<file path="src/rtl/mdec_pkg.sv">
package mdec_pkg;

   typedef enum logic [1:0] {
      CLS_JMP = 2'd0,
      CLS_REG = 2'd1,
      CLS_IMM = 2'd2
   } iclass_e;

   typedef enum logic [1:0] {
      DST_RT = 2'd0,
      DST_RD = 2'd1,
      DST_RA = 2'd2
   } dst_e;

   typedef struct packed {
      logic       reg_we;
      dst_e       dst;
      logic       alu_src_imm;
      logic       mem_rd;
      logic       mem_wr;
      logic       mem_to_reg;
      logic       branch;
      logic       jump;
      logic [1:0] alu_op;
   } ctrl_t;

   localparam logic [1:0] AOP_ADD   = 2'b00;
   localparam logic [1:0] AOP_SUB   = 2'b01;
   localparam logic [1:0] AOP_FUNCT = 2'b10;
   localparam logic [1:0] AOP_LOGIC = 2'b11;

   // low opcode bits inside the immediate class
   localparam int unsigned SUB_ADDI  = 0;
   localparam int unsigned SUB_LOAD  = 1;
   localparam int unsigned SUB_STORE = 2;
   localparam int unsigned SUB_BR    = 3;
   localparam int unsigned SUB_LOGI  = 4;
   // low opcode bits inside the jump class
   localparam int unsigned SUB_JMP   = 0;
   localparam int unsigned SUB_JAL   = 1;

endpackage

</file>
<file path="src/rtl/mdec_class.sv">
module mdec_class
   import mdec_pkg::*;
#(
   parameter int unsigned OP_W = 5
) (
   input  logic [OP_W-1:0] op_i,
   output iclass_e         cls_o
);

   localparam int unsigned TOP_HI = OP_W - 1;
   localparam int unsigned TOP_LO = OP_W - 2;

   generate
      if (OP_W < 3) begin : g_bad_op_w
         $error("mdec_class: OP_W must leave at least one sub-opcode bit");
      end
   endgenerate

   always_comb begin
      unique case (op_i[TOP_HI:TOP_LO])
         2'b00:   cls_o = CLS_JMP;
         2'b11:   cls_o = CLS_IMM;
         default: cls_o = CLS_REG;
      endcase
   end

   always_comb begin
      p_class_legal_r1: assert (cls_o != iclass_e'(2'd3))
         else $error("R1 class code 3 produced");
   end

endmodule

</file>
<file path="src/rtl/mdec_ctrl.sv">
module mdec_ctrl
   import mdec_pkg::*;
#(
   parameter int unsigned SUB_W   = 3,
   parameter bit          LINK_EN = 1'b1
) (
   input  iclass_e          cls_i,
   input  logic [SUB_W-1:0] sub_i,
   output ctrl_t            ctrl_o
);

   localparam logic [SUB_W-1:0] K_ADDI  = SUB_W'(SUB_ADDI);
   localparam logic [SUB_W-1:0] K_LOAD  = SUB_W'(SUB_LOAD);
   localparam logic [SUB_W-1:0] K_STORE = SUB_W'(SUB_STORE);
   localparam logic [SUB_W-1:0] K_BR    = SUB_W'(SUB_BR);
   localparam logic [SUB_W-1:0] K_LOGI  = SUB_W'(SUB_LOGI);
   localparam logic [SUB_W-1:0] K_JMP   = SUB_W'(SUB_JMP);
   localparam logic [SUB_W-1:0] K_JAL   = SUB_W'(SUB_JAL);

   generate
      if (SUB_W < 3) begin : g_bad_sub_w
         $error("mdec_ctrl: SUB_W too narrow for the immediate sub-opcodes");
      end
   endgenerate

   logic link_hit;

   generate
      if (LINK_EN) begin : g_link
         assign link_hit = (sub_i == K_JAL);
      end else begin : g_nolink
         assign link_hit = 1'b0;
      end
   endgenerate

   always_comb begin
      ctrl_o = '0;
      unique case (cls_i)
         CLS_REG: begin
            ctrl_o.reg_we = 1'b1;
            ctrl_o.dst    = DST_RD;
            ctrl_o.alu_op = AOP_FUNCT;
         end
         CLS_IMM: begin
            if (sub_i == K_ADDI || sub_i == K_LOGI) begin
               ctrl_o.reg_we      = 1'b1;
               ctrl_o.alu_src_imm = 1'b1;
               ctrl_o.alu_op      = (sub_i == K_LOGI) ? AOP_LOGIC : AOP_ADD;
            end else if (sub_i == K_LOAD) begin
               ctrl_o.reg_we      = 1'b1;
               ctrl_o.alu_src_imm = 1'b1;
               ctrl_o.mem_rd      = 1'b1;
               ctrl_o.mem_to_reg  = 1'b1;
            end else if (sub_i == K_STORE) begin
               ctrl_o.alu_src_imm = 1'b1;
               ctrl_o.mem_wr      = 1'b1;
            end else if (sub_i == K_BR) begin
               ctrl_o.branch = 1'b1;
               ctrl_o.alu_op = AOP_SUB;
            end
         end
         CLS_JMP: begin
            if (sub_i == K_JMP) begin
               ctrl_o.jump = 1'b1;
            end else if (link_hit) begin
               ctrl_o.jump   = 1'b1;
               ctrl_o.reg_we = 1'b1;
               ctrl_o.dst    = DST_RA;
            end
         end
         default: ctrl_o = '0;
      endcase
   end

   always_comb begin
      p_mem_excl_r5: assert (!(ctrl_o.mem_rd && ctrl_o.mem_wr))
         else $error("R5 memory read and write together");
      p_branch_quiet_r6: assert (!ctrl_o.branch || (!ctrl_o.reg_we && !ctrl_o.mem_wr))
         else $error("R6 branch with a write enable");
   end

endmodule

</file>
<file path="src/rtl/mdec_dest.sv">
module mdec_dest
   import mdec_pkg::*;
#(
   parameter int unsigned REG_W = 7
) (
   input  dst_e             dst_i,
   input  logic [REG_W-1:0] rt_i,
   input  logic [REG_W-1:0] rd_i,
   output logic [REG_W-1:0] wr_reg_o
);

   localparam logic [REG_W-1:0] RA_IDX = {REG_W{1'b1}};

   generate
      if (REG_W < 2) begin : g_bad_reg_w
         $error("mdec_dest: REG_W too small");
      end
   endgenerate

   always_comb begin
      unique case (dst_i)
         DST_RD:  wr_reg_o = rd_i;
         DST_RA:  wr_reg_o = RA_IDX;
         default: wr_reg_o = rt_i;
      endcase
   end

endmodule

</file>
<file path="src/rtl/mdec_main.sv">
module mdec_main
   import mdec_pkg::*;
#(
   parameter int unsigned INSTR_W = 32,
   parameter int unsigned OP_W    = 5,
   parameter int unsigned REG_W   = 7,
   parameter bit          LINK_EN = 1'b1
) (
   input  logic [INSTR_W-1:0] instr_i,
   output logic [1:0]         cls_o,
   output logic               reg_we_o,
   output logic [1:0]         dst_sel_o,
   output logic [REG_W-1:0]   wr_reg_o,
   output logic               alu_src_imm_o,
   output logic               mem_rd_o,
   output logic               mem_wr_o,
   output logic               mem_to_reg_o,
   output logic               branch_o,
   output logic               jump_o,
   output logic [1:0]         alu_op_o
);

   localparam int unsigned SUB_W  = OP_W - 2;
   localparam int unsigned OP_LO  = INSTR_W - OP_W;
   localparam int unsigned RS_LO  = OP_LO - REG_W;
   localparam int unsigned RT_LO  = RS_LO - REG_W;
   localparam int unsigned RD_LO  = RT_LO - REG_W;
   localparam logic [REG_W-1:0] RA_IDX = {REG_W{1'b1}};

   generate
      if (INSTR_W < OP_W + 3 * REG_W + 1) begin : g_bad_fields
         $error("mdec_main: instruction too narrow for opcode and three register fields");
      end
   endgenerate

   logic [OP_W-1:0]  op;
   logic [REG_W-1:0] rt_f;
   logic [REG_W-1:0] rd_f;
   iclass_e          cls;
   ctrl_t            ctrl;
   logic             unused_bits;

   assign op   = instr_i[INSTR_W-1:OP_LO];
   assign rt_f = instr_i[RS_LO-1:RT_LO];
   assign rd_f = instr_i[RT_LO-1:RD_LO];
   assign unused_bits = ^{instr_i[OP_LO-1:RS_LO], instr_i[RD_LO-1:0]};

   mdec_class #(.OP_W(OP_W)) class_i (
      .op_i  (op),
      .cls_o (cls)
   );

   mdec_ctrl #(.SUB_W(SUB_W), .LINK_EN(LINK_EN)) ctrl_i (
      .cls_i  (cls),
      .sub_i  (op[SUB_W-1:0]),
      .ctrl_o (ctrl)
   );

   mdec_dest #(.REG_W(REG_W)) dest_i (
      .dst_i    (ctrl.dst),
      .rt_i     (rt_f),
      .rd_i     (rd_f),
      .wr_reg_o (wr_reg_o)
   );

   assign cls_o         = cls;
   assign reg_we_o      = ctrl.reg_we;
   assign dst_sel_o     = ctrl.dst;
   assign alu_src_imm_o = ctrl.alu_src_imm;
   assign mem_rd_o      = ctrl.mem_rd;
   assign mem_wr_o      = ctrl.mem_wr;
   assign mem_to_reg_o  = ctrl.mem_to_reg;
   assign branch_o      = ctrl.branch;
   assign jump_o        = ctrl.jump;
   assign alu_op_o      = ctrl.alu_op;

   always_comb begin
      p_rtype_ctrl_r2: assert (cls_o != 2'd1 ||
                               (reg_we_o && alu_op_o == AOP_FUNCT && !jump_o))
         else $error("R2 register class control wrong");
      p_link_dest_r9: assert (!(jump_o && reg_we_o) || wr_reg_o == RA_IDX)
         else $error("R9 linking jump not aimed at return register");
      p_free_quiet_r10: assert (!(cls_o == 2'd2 && op[SUB_W-1:0] > SUB_W'(SUB_LOGI)) ||
                                !(reg_we_o || mem_rd_o || mem_wr_o || branch_o || jump_o))
         else $error("R10 unassigned immediate opcode raised an enable");
   end

endmodule

</file>
<file path="config.mk">
export PLATFORM = sky130hd
export DESIGN_NAME = mdec_main
export DESIGN_NICKNAME = d
export VERILOG_FILES = /design/src/rtl/mdec_pkg.sv /design/src/rtl/mdec_class.sv /design/src/rtl/mdec_ctrl.sv /design/src/rtl/mdec_dest.sv /design/src/rtl/mdec_main.sv
export SDC_FILE = /design/constraint.sdc
export NUM_CORES = 1
export LEC_CHECK = 0
export BUFFER_PORTS_ARGS = -buffer_cell sky130_fd_sc_hd__buf_2
export CAP_MARGIN = 20
export CORE_AREA = 2 2 39 41
export DETAILED_ROUTE_END_ITERATION = 8
export DIE_AREA = 0 0 41 43
export PLACE_DENSITY = 0.75
export SLEW_MARGIN = 40
export SYNTH_ARGS = -nofsm -noshare
export SYNTH_HDL_FRONTEND = slang
export SYNTH_HIERARCHICAL = 1
export SYNTH_SLANG_ARGS = --single-unit
</file>
<file path="constraint.sdc">
create_clock -name vclk -period 2.5
set_clock_uncertainty 0.05 [all_clocks]
set_input_delay 0.125 -clock vclk [all_inputs]
set_output_delay 0.125 -clock vclk [all_outputs]
set_load 0.02 [all_outputs]
</file>
; ---- After elaboration in Yosys (flattened, before gate mapping)
; Index checks and enable logic that the tools add are counted.
[op_classes]
n_eq_ne = 9
muxes = 25
n_reduce_logical = 4
[ops]
columns = operator, count
row1 = 7-bit one-hot mux with 2 select lines, 1
row2 = 1-bit 2-to-1 mux, 12
row3 = 2-bit one-hot mux with 2 select lines, 3
row4 = 2-bit 2-to-1 mux, 4
row5 = "2-bit == test, second input constant", 3
row6 = "3-bit by 2-bit == test with 1-bit output, second input constant", 2
row7 = 3-bit 2-to-1 mux, 2
row8 = 5-bit 2-to-1 mux, 1
row9 = "2-bit by 1-bit == test with 1-bit output, second input constant", 2
row10 = 2-bit zero test, 2
row11 = 4-bit 2-to-1 mux, 1
row12 = "3-bit by 1-bit == test with 1-bit output, second input constant", 1
row13 = "3-bit == test, second input constant", 1
row14 = 3-bit zero test, 1
row15 = 1-bit one-hot mux with 3 select lines, 1
row16 = 1-bit logical OR, 1
[totals]
word_cells = 38
out_inout_bits = 20
reg_bits = 0
input_bits = 32

; ---- Longest topological paths before layout
[logic_depth]
depth_word = 6
depth_mapped = 9
mapped_depth_nobuf = 9

; ---- Hierarchy
; The synthesis kept the hierarchy.
[modules_own_cells]
columns = module, seq_area_each_um2, area_per_inst_um2, cells_each, n_inst
row1 = mdec_ctrl, 0.0, 212.7, 28, 1
row2 = mdec_dest, 0.0, 153.9, 26, 1
row3 = mdec_class, 0.0, 12.5, 1, 1

; ---- Least setup slack after synthesis
; No wires, ideal clock.
[synth_path]
path_kind = input to output
start = input instr_i[30]
end = output wr_reg_o[0]
arrival_ns = 2.628
required_ns = 2.325
path_buffers = 0
path_slack_ns = -0.303
path_stages = 8
cell_sequence = ha_1 > inv_1 > ha_1 > nor3b_1 > and2_1 > ha_1 > nor2b_1 > a21oi_1
[synth_between]
elab_chain_len = 6
word_cells_on_any_way = 9
classes_between = eq/ne (4) / mux (3) / reduce/logical (2)
[synth_rtl]
columns = element, line
row1 = start: declaration, mdec_main.sv:9  ; input logic [INSTR_W-1:0] instr_i,
row2 = 2-bit == test / 2-bit zero test (equally long branches), mdec_class.sv:20  ; unique case (op_i[TOP_HI:TOP_LO])
row3 = 2-bit one-hot mux with 2 select lines *, mdec_class.sv:20
row4 = 2-bit by 1-bit == test with 1-bit output / 2-bit zero test (equally long branches), mdec_ctrl.sv:38  ; unique case (cls_i)
row5 = 2-bit one-hot mux with 2 select lines *, mdec_ctrl.sv:38
row6 = via dst_sel_o[1], mdec_main.sv:12  ; output logic [1:0] dst_sel_o,
row7 = 2-bit == test / 2-bit by 1-bit == test with 1-bit output (equally long branches), mdec_dest.sv:21  ; unique case (dst_i)
row8 = 7-bit one-hot mux with 2 select lines *, mdec_dest.sv:21
row9 = end: declaration, mdec_main.sv:13  ; output logic [REG_W-1:0] wr_reg_o,
; The timed path passes the listed nets; every way through them passes the cells marked *.

; ---- Worst setup path after layout
[layout_path]
start = input instr_i[30]
end = output wr_reg_o[3]
[layout_between]
elab_chain_len = 6
word_cells_on_any_way = 9
classes_between = eq/ne (4) / mux (3) / reduce/logical (2)
[layout_rtl]
columns = element, line
row1 = 2-bit == test / 2-bit zero test (equally long branches), mdec_class.sv:20
row2 = 2-bit one-hot mux with 2 select lines *, mdec_class.sv:20
row3 = 2-bit by 1-bit == test with 1-bit output / 2-bit zero test (equally long branches), mdec_ctrl.sv:38
row4 = 2-bit one-hot mux with 2 select lines *, mdec_ctrl.sv:38
row5 = 2-bit == test / 2-bit by 1-bit == test with 1-bit output (equally long branches), mdec_dest.sv:21
row6 = 7-bit one-hot mux with 2 select lines *, mdec_dest.sv:21
; Mark *: on every way between the ends. The rest lies on a longest branch, timed or not.

==> out/results.ini <==
[job]
drv_cap = 0

[die]
die_h_um = 43
start_util = 0.2740
core_sq_um = 1384
die_area_sq_um = 1763
die_w_um = 41
io_pins = 52
rows = 14

[timing]
max-slew-margin-rel = 0.8281
max_slew.worst_pin.slew_ns = 0.2573
setup_viol = 0
hold_viol_final = 0
period_minus_slack_ns = 2.328
timing.fmax_ghz = 0.4296
post-route-period-util = 0.9312
rsz0062_at_grt = false
finalMaxSlewViolations = 0
finalSetupTns_ns = 0

[detailed_routing]
drtIter0Drc = 6
firstDrtPassIters = 3
wl_per_cell_um = 9.383
wl_um = 1004
vias_per_cell = 4.673
drc = 0
via_count = 500
postRouteAntennaNets = 0

[logic_synthesis]
synth_area_sq_um = 379.1
synth_top_area_frac = 0.2310
yosys-top-cells-area = ha_1, a21oi_1, nor2b_1
syn_inst = 55
ys_seq_area_frac = 0
synth_warnings = 6
yosys.area.top_type = ha_1
synth.avg_cell_area_sq_um = 6.893
syn_nets = 94
synth_cell_types = 21

[layout]
nFillCells = 157
fin_nets = 132
final_cell_mix = buf_2, nand2_1, ha_1, a21oi_2, nor2b_1
clock_buffers = 0
multi_input_area_sq_um = 367.9
register_area_sq_um = 0
seq_cells = 0
num_antenna_cells = 0
drive_gt1_frac = 0.5604
area_delta_synth_final_pct = 57.76
final_common_cell = buf_2

[grt]
grt_usage = 0.1199
grt_max_degree = 12
grt_pass1_wl_um = 1607
gr-total-overflow = 0
grt_pass1_vias = 428
antenna_found_initial = 0

[min_path]
hold_depth = 4
min_from = instr_i[8]
hp-class = in2out
holdPathEnd = wr_reg_o[2]

[placed_design]
io_buffers = 39
gp_congestion = 0.6561
hpwl_um = 865.5

[setup_path]
crit_slowest_cell = ha_1
path_common_cell = ha_1
crit_path_max_incr_delay_ns = 0.39
critical_path_class = in2out
worstPathRequired_ns = 2.33
worst_setup_path_end_kind = output pin
critPathTopFamily = adder cells
path_buf_inv = 3
crit_arrival_ns = 2.15
worstPathMaxFanout = 8
crit_path_start_kind = primary input
crit_chain = buf_2 -> ha_1 -> inv_1 -> ha_1 -> nor3b_2 -> and2_1 -> ha_1 -> nor2_4 -> a21oi_2 -> buf_2

[pwr]
p_per_area_nw_per_um2 = 276.8
p_sw_mw = 0.09908
p_leak_nw = 0.3177
ir_worst_vdd_v = 0.0001283
power_frac_comb = 1.000
p_sw_frac = 0.5985
p_int_mw = 0.06647
total_power_mw = 0.1655
p_clk_frac = 0
seq_power_share = 0

[clock_network]
cts_resized = 0
ctsHoldBuffers = 0
post_cts.repair.setup_buffers = 0

[outcome]
outcome = completed

how the worst max path moves through the flow:
stage	slack, ns	endpoint	from	cells past startpoint
2_1_floorplan	0.04	wr_reg_o[2]	instr_i[30]	8
3_3_place_gp	0.21	wr_reg_o[2]	instr_i[30]	10
3_5_place_dp	0.14	wr_reg_o[3]	instr_i[30]	10
4_1_cts	0.13	wr_reg_o[3]	instr_i[30]	10
5_1_grt	0.008	wr_reg_o[3]	instr_i[30]	10
6_report	0.17	wr_reg_o[3]	instr_i[30]	10
routing by layer:
metal	part of all wire	vias up	global-route usage
met5	0	-	0
met4	0	0	0
met3	0.13	0	0
met2	0.49	30	0.2375
met1	0.38	212	0.1392
li1	-	258	-
cells in the mapped netlist:
library cell  count
buf_6             1
ha_1              7
nor2_4            1
nor2b_1           6
buf_4             1
inv_1             4
and4bb_2          1
and2_1            1
a211o_2           1
or3b_1            1
nor3b_1           3
nand2_1           9
o21a_1            2
a21oi_2           1
nor2_1            2
a21oi_1           9
buf_2             1
nand3b_1          1
and2b_1           1
nand2b_1          1
o22ai_2           1
through the flow:
step | hold slack [ns] | instances | worst slack (ns) | util | cell area [sq um]
2_1_floorplan | 0.2536 | 55 | 0.04101 | - | 406.6
3_3_place_gp | 0.5493 | 107 | 0.2139 | 0.4322 | 598.1
3_5_place_dp | 0.5535 | 107 | 0.1359 | 0.4322 | 598.1
4_1_cts | 0.5564 | 107 | 0.1344 | 0.4322 | 598.1
5_1_grt | 0.5781 | 107 | 0.007676 | 0.4322 | 598.1
6_report | 0.5522 | 107 | 0.1721 | 0.4322 | 598.1
kinds of logic after synthesis:
logic type	share of synthesized area
compound gates	0.2409
fa+ha+maj	0.2310
buf+inv	0.1023
simple gates	0.4258
layout make-up:
cell class                      count  area share
Multi-Input combinational cell     48      0.6151
Inverter                            4     0.02510
Timing Repair Buffer               39      0.3264
Tap cell                           16     0.03347
power by group through the flow:
stage / Combinational, mW / Sequential (mW) / Clock, mW
final: 0.166 / 0 / 0
after global routing: 0.183 / 0 / 0
after CTS: 0.168 / 0 / 0
after detailed placement: 0.167 / 0 / 0
after global placement: 0.162 / 0 / 0
after floorplan: 0.117 / 0 / 0
tightest hold or removal path, delay by kind of cell:
kind / cells / cell delay (ns)
AND/OR/NAND/NOR: 1 / 0.06
buffers and inverters: 2 / 0.25
AO/OA/AOI/OAI: 1 / 0.05
No activity file was read; power rests on OpenSTA's default activity.
